$ cat src/rtl/bsw_pkg.sv
package bsw_pkg;
  localparam int unsigned NIB_W      = 4;
  localparam int unsigned SEQ_STEPS  = 16;
  localparam int unsigned STEP_W     = $clog2(SEQ_STEPS);
  localparam int unsigned FREE_FIRST = 11;
  localparam int unsigned MAX_BANKS  = 16;
  localparam int unsigned SEL_W      = $clog2(MAX_BANKS);
  localparam logic [NIB_W-1:0] PREAMBLE = 4'hF;

  // bit k set: step k expects 4'h5, clear: 4'hA (steps 0..10)
  localparam logic [FREE_FIRST-1:0] FIXED_PHASE = 11'b01011000101;

  typedef struct packed {
    logic [NIB_W-1:0] val;
    logic [NIB_W-1:0] care;
  } step_pat_t;

  function automatic step_pat_t step_pattern(input int unsigned idx);
    step_pat_t p;
    if (idx < FREE_FIRST) begin
      p.val  = FIXED_PHASE[idx] ? 4'h5 : 4'hA;
      p.care = 4'hF;
    end else if (idx < FREE_FIRST + 3) begin
      p.val  = 4'b0100;
      p.care = 4'b1110;
    end else begin
      p.val  = 4'b1010;
      p.care = 4'b1110;
    end
    return p;
  endfunction
endpackage

$ cat src/rtl/bsw_pattern_rom.sv
module bsw_pattern_rom
  import bsw_pkg::*;
#(
  parameter int unsigned STEPS = SEQ_STEPS
) (
  input  logic [STEP_W-1:0] step_i,
  output logic [NIB_W-1:0]  val_o,
  output logic [NIB_W-1:0]  care_o
);
  step_pat_t rom [STEPS];

  for (genvar g = 0; g < STEPS; g++) begin : g_rom
    assign rom[g] = step_pattern(g);
  end

  assign val_o  = rom[step_i].val;
  assign care_o = rom[step_i].care;
endmodule

$ cat src/rtl/bsw_step_ctrl.sv
module bsw_step_ctrl
  import bsw_pkg::*;
(
  input  logic              clk,
  input  logic              rst_n,
  input  logic              strobe_i,
  input  logic [NIB_W-1:0]  nib_i,
  input  logic [NIB_W-1:0]  pat_val_i,
  input  logic [NIB_W-1:0]  pat_care_i,
  output logic [STEP_W-1:0] step_o,
  output logic              commit_o,
  output logic              act_o,
  output logic [SEL_W-1:0]  num_o
);
  localparam logic [STEP_W-1:0] LAST_STEP = STEP_W'(SEQ_STEPS - 1);
  localparam logic [STEP_W-1:0] FREE_STEP = STEP_W'(FREE_FIRST);

  logic              armed_q;
  logic [STEP_W-1:0] step_q;
  logic [SEL_W-1:0]  cap_q;   // A8 of steps 11..14, oldest in MSB
  logic              is_pre;
  logic              hit;
  logic              adv;

  assign is_pre = (nib_i == PREAMBLE);
  assign hit    = (((nib_i ^ pat_val_i) & pat_care_i) == '0);
  assign adv    = strobe_i && armed_q && !is_pre && hit;

  always_ff @(posedge clk) begin
    if (!rst_n) begin
      armed_q <= 1'b0;
      step_q  <= '0;
      cap_q   <= '0;
    end else if (strobe_i) begin
      if (is_pre) begin
        armed_q <= 1'b1;
        step_q  <= '0;
      end else if (adv) begin
        if (step_q >= FREE_STEP) cap_q <= {cap_q[SEL_W-2:0], nib_i[0]};
        if (step_q == LAST_STEP) begin
          armed_q <= 1'b0;
          step_q  <= '0;
        end else begin
          step_q  <= step_q + 1'b1;
        end
      end else begin
        armed_q <= 1'b0;
        step_q  <= '0;
      end
    end
  end

  assign step_o   = step_q;
  assign commit_o = adv && (step_q == LAST_STEP);
  assign act_o    = cap_q[SEL_W-1];
  assign num_o    = {cap_q[SEL_W-2:0], nib_i[0]};


  preamble_restart_chk: assert property (@(posedge clk) disable iff (!rst_n)
    (strobe_i && nib_i == PREAMBLE) |=> (armed_q && step_q == '0));

  mismatch_disarm_chk: assert property (@(posedge clk) disable iff (!rst_n)
    (strobe_i && !is_pre && !hit) |=> !armed_q);

  idle_hold_chk: assert property (@(posedge clk) disable iff (!rst_n)
    !strobe_i |=> ($stable(step_q) && $stable(armed_q)));
endmodule

$ cat src/rtl/bsw_bank_reg.sv
module bsw_bank_reg
  import bsw_pkg::*;
#(
  parameter int unsigned NUM_BANKS = MAX_BANKS
) (
  input  logic                 clk,
  input  logic                 rst_n,
  input  logic                 commit_i,
  input  logic                 act_i,
  input  logic [SEL_W-1:0]     num_i,
  output logic [MAX_BANKS-1:0] en_o,
  output logic                 any_o
);
  localparam logic [SEL_W:0] POP = (SEL_W+1)'(NUM_BANKS);

  logic in_range;
  logic any_q;

  assign in_range = ({1'b0, num_i} < POP);

  for (genvar g = 0; g < MAX_BANKS; g++) begin : g_bank
    if (g < NUM_BANKS) begin : g_pop
      localparam logic [SEL_W-1:0] IDX = SEL_W'(g);
      logic en_q;
      always_ff @(posedge clk) begin
        if (!rst_n)        en_q <= 1'b0;
        else if (commit_i) en_q <= act_i && (num_i == IDX);
      end
      assign en_o[g] = en_q;
    end else begin : g_empty
      assign en_o[g] = 1'b0;
    end
  end

  always_ff @(posedge clk) begin
    if (!rst_n)        any_q <= 1'b0;
    else if (commit_i) any_q <= act_i && in_range;
  end
  assign any_o = any_q;


  single_bank_chk: assert property (@(posedge clk) disable iff (!rst_n)
    $onehot0(en_o));

  any_flag_chk: assert property (@(posedge clk) disable iff (!rst_n)
    any_o == (en_o != '0));

  deselect_chk: assert property (@(posedge clk) disable iff (!rst_n)
    (commit_i && !act_i) |=> (en_o == '0 && !any_o));

  hold_chk: assert property (@(posedge clk) disable iff (!rst_n)
    !commit_i |=> ($stable(en_o) && $stable(any_o)));
endmodule

$ cat src/rtl/bank_seq_switch.sv
module bank_seq_switch
  import bsw_pkg::*;
#(
  parameter int unsigned NUM_BANKS = MAX_BANKS
) (
  input  logic                 clk,
  input  logic                 rst_n,
  input  logic                 rd_done,
  input  logic [NIB_W-1:0]     addr_hi,
  output logic [MAX_BANKS-1:0] bank_en,
  output logic                 bank_any
);
  logic [STEP_W-1:0] step;
  logic [NIB_W-1:0]  pat_val;
  logic [NIB_W-1:0]  pat_care;
  logic              commit;
  logic              act;
  logic [SEL_W-1:0]  num;

  bsw_pattern_rom #(.STEPS(SEQ_STEPS)) u_rom (
    .step_i (step),
    .val_o  (pat_val),
    .care_o (pat_care)
  );

  bsw_step_ctrl u_ctrl (
    .clk        (clk),
    .rst_n      (rst_n),
    .strobe_i   (rd_done),
    .nib_i      (addr_hi),
    .pat_val_i  (pat_val),
    .pat_care_i (pat_care),
    .step_o     (step),
    .commit_o   (commit),
    .act_o      (act),
    .num_o      (num)
  );

  bsw_bank_reg #(.NUM_BANKS(NUM_BANKS)) u_bank (
    .clk      (clk),
    .rst_n    (rst_n),
    .commit_i (commit),
    .act_i    (act),
    .num_i    (num),
    .en_o     (bank_en),
    .any_o    (bank_any)
  );


  port_hold_chk: assert property (@(posedge clk) disable iff (!rst_n)
    !rd_done |=> ($stable(bank_en) && $stable(bank_any)));
endmodule

$ cat config.mk
export PLATFORM = sky130hd
export DESIGN_NAME = bank_seq_switch
export DESIGN_NICKNAME = d
export VERILOG_FILES = /design/src/rtl/bsw_pkg.sv /design/src/rtl/bsw_pattern_rom.sv /design/src/rtl/bsw_step_ctrl.sv /design/src/rtl/bsw_bank_reg.sv /design/src/rtl/bank_seq_switch.sv
export SDC_FILE = /design/constraint.sdc
export NUM_CORES = 1
export LEC_CHECK = 0
export ABC_AREA = 0
export BUFFER_PORTS_ARGS = -buffer_cell sky130_fd_sc_hd__buf_2
export CAP_MARGIN = 25
export CORE_ASPECT_RATIO = 0.75
export CORE_MARGIN = 8
export CORE_UTILIZATION = 39
export CTS_CLUSTER_SIZE = 25
export DETAILED_ROUTE_END_ITERATION = 10
export SLEW_MARGIN = 5
export SYNTH_ARGS = -nofsm -noshare
export SYNTH_HDL_FRONTEND = slang
export SYNTH_SLANG_ARGS = --single-unit
$ cat constraint.sdc
create_clock -name clk -period 3.4 [get_ports clk]
set_clock_uncertainty 0.2 [all_clocks]
set_input_delay 0.34 -clock clk [delete_from_list [all_inputs] [get_ports clk]]
set_output_delay 0.34 -clock clk [all_outputs]
set_load 0.1 [all_outputs]
==> flow_summary_export.csv <==
group,metric,value,unit
status,outcome,"complete, no violations",
clocking,cts_root_buf,"clkbuf_8",
die,core_area,3290,µm²
sta,grt_setup_unrepaired,"false",
placement,place_hpwl,2.07,mm
sta,max_freq,0.380,GHz
die,start_util,40.8,%
route,wirelength,2.82,mm
placement,port-buffer-count,23,
worst_setup_path,required,3.40,ns
worst_setup_path,crit_family,"compound AO/OA/AOI/OAI gates",
min_path,whs_path_depth,2,
worst_setup_path,worst-path-buf-inv,0,
route,via_per_inst,5.23,
sta,finalCritPeriodShare,77.5,%
yosys,ys_seq_area_share,38.8,%
worst_setup_path,cp-end-kind,"flop",
cells_and_area,multi_input_area,644,µm²
worst_setup_path,r2r_start,"u_ctrl.step_o[2]",
yosys,synthTopCellsByArea,"dfxtp_1 (39%), o2bb2ai_1 (10%), buf_4 (8.9%)",
route,ant_nets,0,
worst_setup_path,cp_data_arrival_time,2.63,ns
sta,min_period,2.63,ns
global_route,groute.usage.overall,10.3,%
worst_setup_path,rrSetupSlack,0.77,ns
clocking,post_cts_resize_count,0,
sta,report.final.slew_viol_count,0,
cells_and_area,nets,167,
yosys,synth_top_area_cell,"dfxtp_1",
yosys,yosysUniqueCellTypes,35,
worst_setup_path,crit_fanout,15,
min_path,min_from,"rst_n",
worst_setup_path,critPathSlowestCell,"a221oi_4",
global_route,grt_pass1_wl,4.77,mm
clocking,holdBufCountCts,0,
cells_and_area,syn_to_final_growth,5.41,%
power,cellLeakagePower,0.543,nW
placement,place_congestion,0.827,
yosys,syn-instance-count,151,
cells_and_area,fillers,342,
die,fp.dieW,83.8,µm
flow_run,max_cap_viol_count,0,
route,drt_iter0_drc,91,
sta,final-hold-violation-count,0,
clocking,clk_latency,0.27,ns
power,ir_drop,0.000181,V
die,die_h,66.8,µm
worst_setup_path,timing.rr.end,"u_bank.any_o",
worst_setup_path,r2r_cells,6,
clocking,ctsLongestPathBuffers,2,
yosys,async_flop_share,0,%
sta,maxSlewHeadroom,63.7,%
yosys,ys_ff_latch,26,
clocking,numCtsBuffers,3,
sta,setup_violations,0,
route,route.detailed.drc,0,
global_route,grt_pass1_vias,991,
sta,worst_slew_pin_slew,0.542,ns
min_path,hold_path_end,"u_ctrl.armed_q",
yosys,synth-edff-count,0,
die,num_rows,18,
yosys,syn_area,1340,µm²
die,pin_count,24,
worst_setup_path,cp-start-kind,"flop",
clocking,tritoncts,"yes",
clocking,htreeDepth,1,
worst_setup_path,critical_path.cell_chain,"and2_4, or3_1, a2111o_1, a221oi_4, nand2_4, o22ai_1",
worst_setup_path,crit_type,"reg -> reg",
worst_setup_path,worst-path-stages,6,
yosys,synth_warnings,0,
yosys,synth_ff_type,"dfxtp_1",
cells_and_area,diodes,0,
route,firstDrtPassIters,4,
global_route,grt_antenna_before_repair,0,
worst_setup_path,slowest_delay,0.56,ns
route,vias,1026,
sta,fin_setup_tns,0,ns
global_route,grt_max_degree,17,
clocking,cts_setup_buffers,0,
clocking,cts_sinks,26,
yosys,synth_area_per_cell,8.89,µm²
die,dieArea,5600,µm²
power,power_density,368,nW/µm²
cells_and_area,layout-drive-gt1-share,21.2,%
route,wire_per_inst,14.4,µm
yosys,yosys.area.top_type_share,38.8,%
power,finalPower,520,µW
cells_and_area,regArea,520,µm²
min_path,hold_class,"in -> reg",
clocking,cts.clk_slew.worst_paths,0.09,ns
yosys,syn-num-nets,161,
global_route,grt.overflow.total,0,
worst_setup_path,critPathLaunch,"u_ctrl.step_o[2]",
==> metrics by stage <==
step                      hold WS [ns]  setup WS [ns]  utilization [%]  area, µm²  cells
after floorplan                  0.234          0.960                -       1340    151
after global placement           0.244          0.842             41.1       1350    191
after detailed placement         0.245          0.800             41.1       1350    191
after CTS                        0.228          0.789             42.8       1410    195
after global routing             0.226          0.634             43.0       1420    196
final                            0.233          0.765             43.0       1420    196
==> cells in the mapped netlist (2+ instances only) <==
cell type and count:
o21ai_0 2, ha_1 3, nand4_1 3, nor2b_1 7
nand3_1 8, nand2_1 21, nor2_1 7, mux2i_1 3
xnor2_1 2, buf_4 16, clkbuf_1 5, nand2b_1 2
o2bb2ai_1 16, inv_1 6, a21boi_0 3, dfxtp_1 26
nor3_1 3
==> registers in the layout (all words and copies together), names as in the netlist <==
| name | flops |
|---|---|
| u_bank.any_o | 1 |
| u_ctrl.armed_q | 1 |
| u_ctrl.cap_q | 4 |
| u_bank.g_bank.g_pop.en_q | 16 |
| u_ctrl.step_o | 4 |
==> where the power goes <==
part / internal [mW] / total, mW / switching [mW]
clock: 0.103 / 0.196 / 0.0927
sequential: 0.304 / 0.304 / 0.0000998
combinational: 0.00700 / 0.0195 / 0.0125
==> worst max path at each step <==
| stage | to | slack (ns) |
|---|---|---|
| 2_1_floorplan | u_bank.g_bank[7].g_pop.en_q | 0.96 |
| 3_3_place_gp | u_bank.any_o | 0.84 |
| 3_5_place_dp | u_bank.any_o | 0.80 |
| 4_1_cts | u_bank.any_o | 0.79 |
| 5_1_grt | u_bank.any_o | 0.63 |
| 6_report | u_bank.any_o | 0.77 |
==> metal layers <==
layer  routed length, µm  GRT usage, %  vias up  part of all wire [%]
met5                   0             0        -                     0
met4                   7          1.50        0                  0.25
met3                 195          4.51        2                   6.9
met2                1170          15.0       22                    41
met1                1450          13.8      476                    51
li1                    -             -      526                     -
==> cell families (layout without fill, tap and decap cells) <==
group                      after synthesis  after routing  share of synthesized area [%]
adders and majority gates                3              3                           2.80
AOI/OAI and AO/OA                       31             31                           20.5
and+or+nand+nor                         57             57                           21.2
DFF                                     26             26                           38.8
xor gates and xnor gates                 2              2                           1.30
muxes                                    3              3                           2.24
buffers and inverters                   29             34                           13.2
==> placed cells by master, fill, tap and decap left out <==
master,count
nand3b_1,1
and2_4,1
a221oi_1,1
o211ai_1,1
a221oi_4,1
and3_1,1
a32oi_1,1
nand3_1,8
nor4b_1,1
buf_4,1
nor2b_1,7
nand2_4,1
nand2b_1,2
clkbuf_8,4
ha_1,3
a21oi_1,1
nor3_1,3
o21ai_0,2
nor2_1,7
mux2i_1,3
nand2_1,21
o22ai_1,1
dfxtp_1,26
a21boi_0,3
xnor2_1,2
a2111o_1,1
nand4_1,3
buf_2,23
a31o_2,1
a211oi_2,1
o2bb2ai_1,16
or3_1,1
a211oi_1,1
inv_1,6
==> area by class of cell <==
class                           count  share of cell area (%)
Multi-Input combinational cell     96                    45.5
Sequential cell                    26                    36.8
Timing Repair Buffer               24                    8.66
Clock buffer                        4                    3.89
Tap cell                           40                    3.54
Inverter                            6                    1.59
Power figures use the tool's default switching activity.
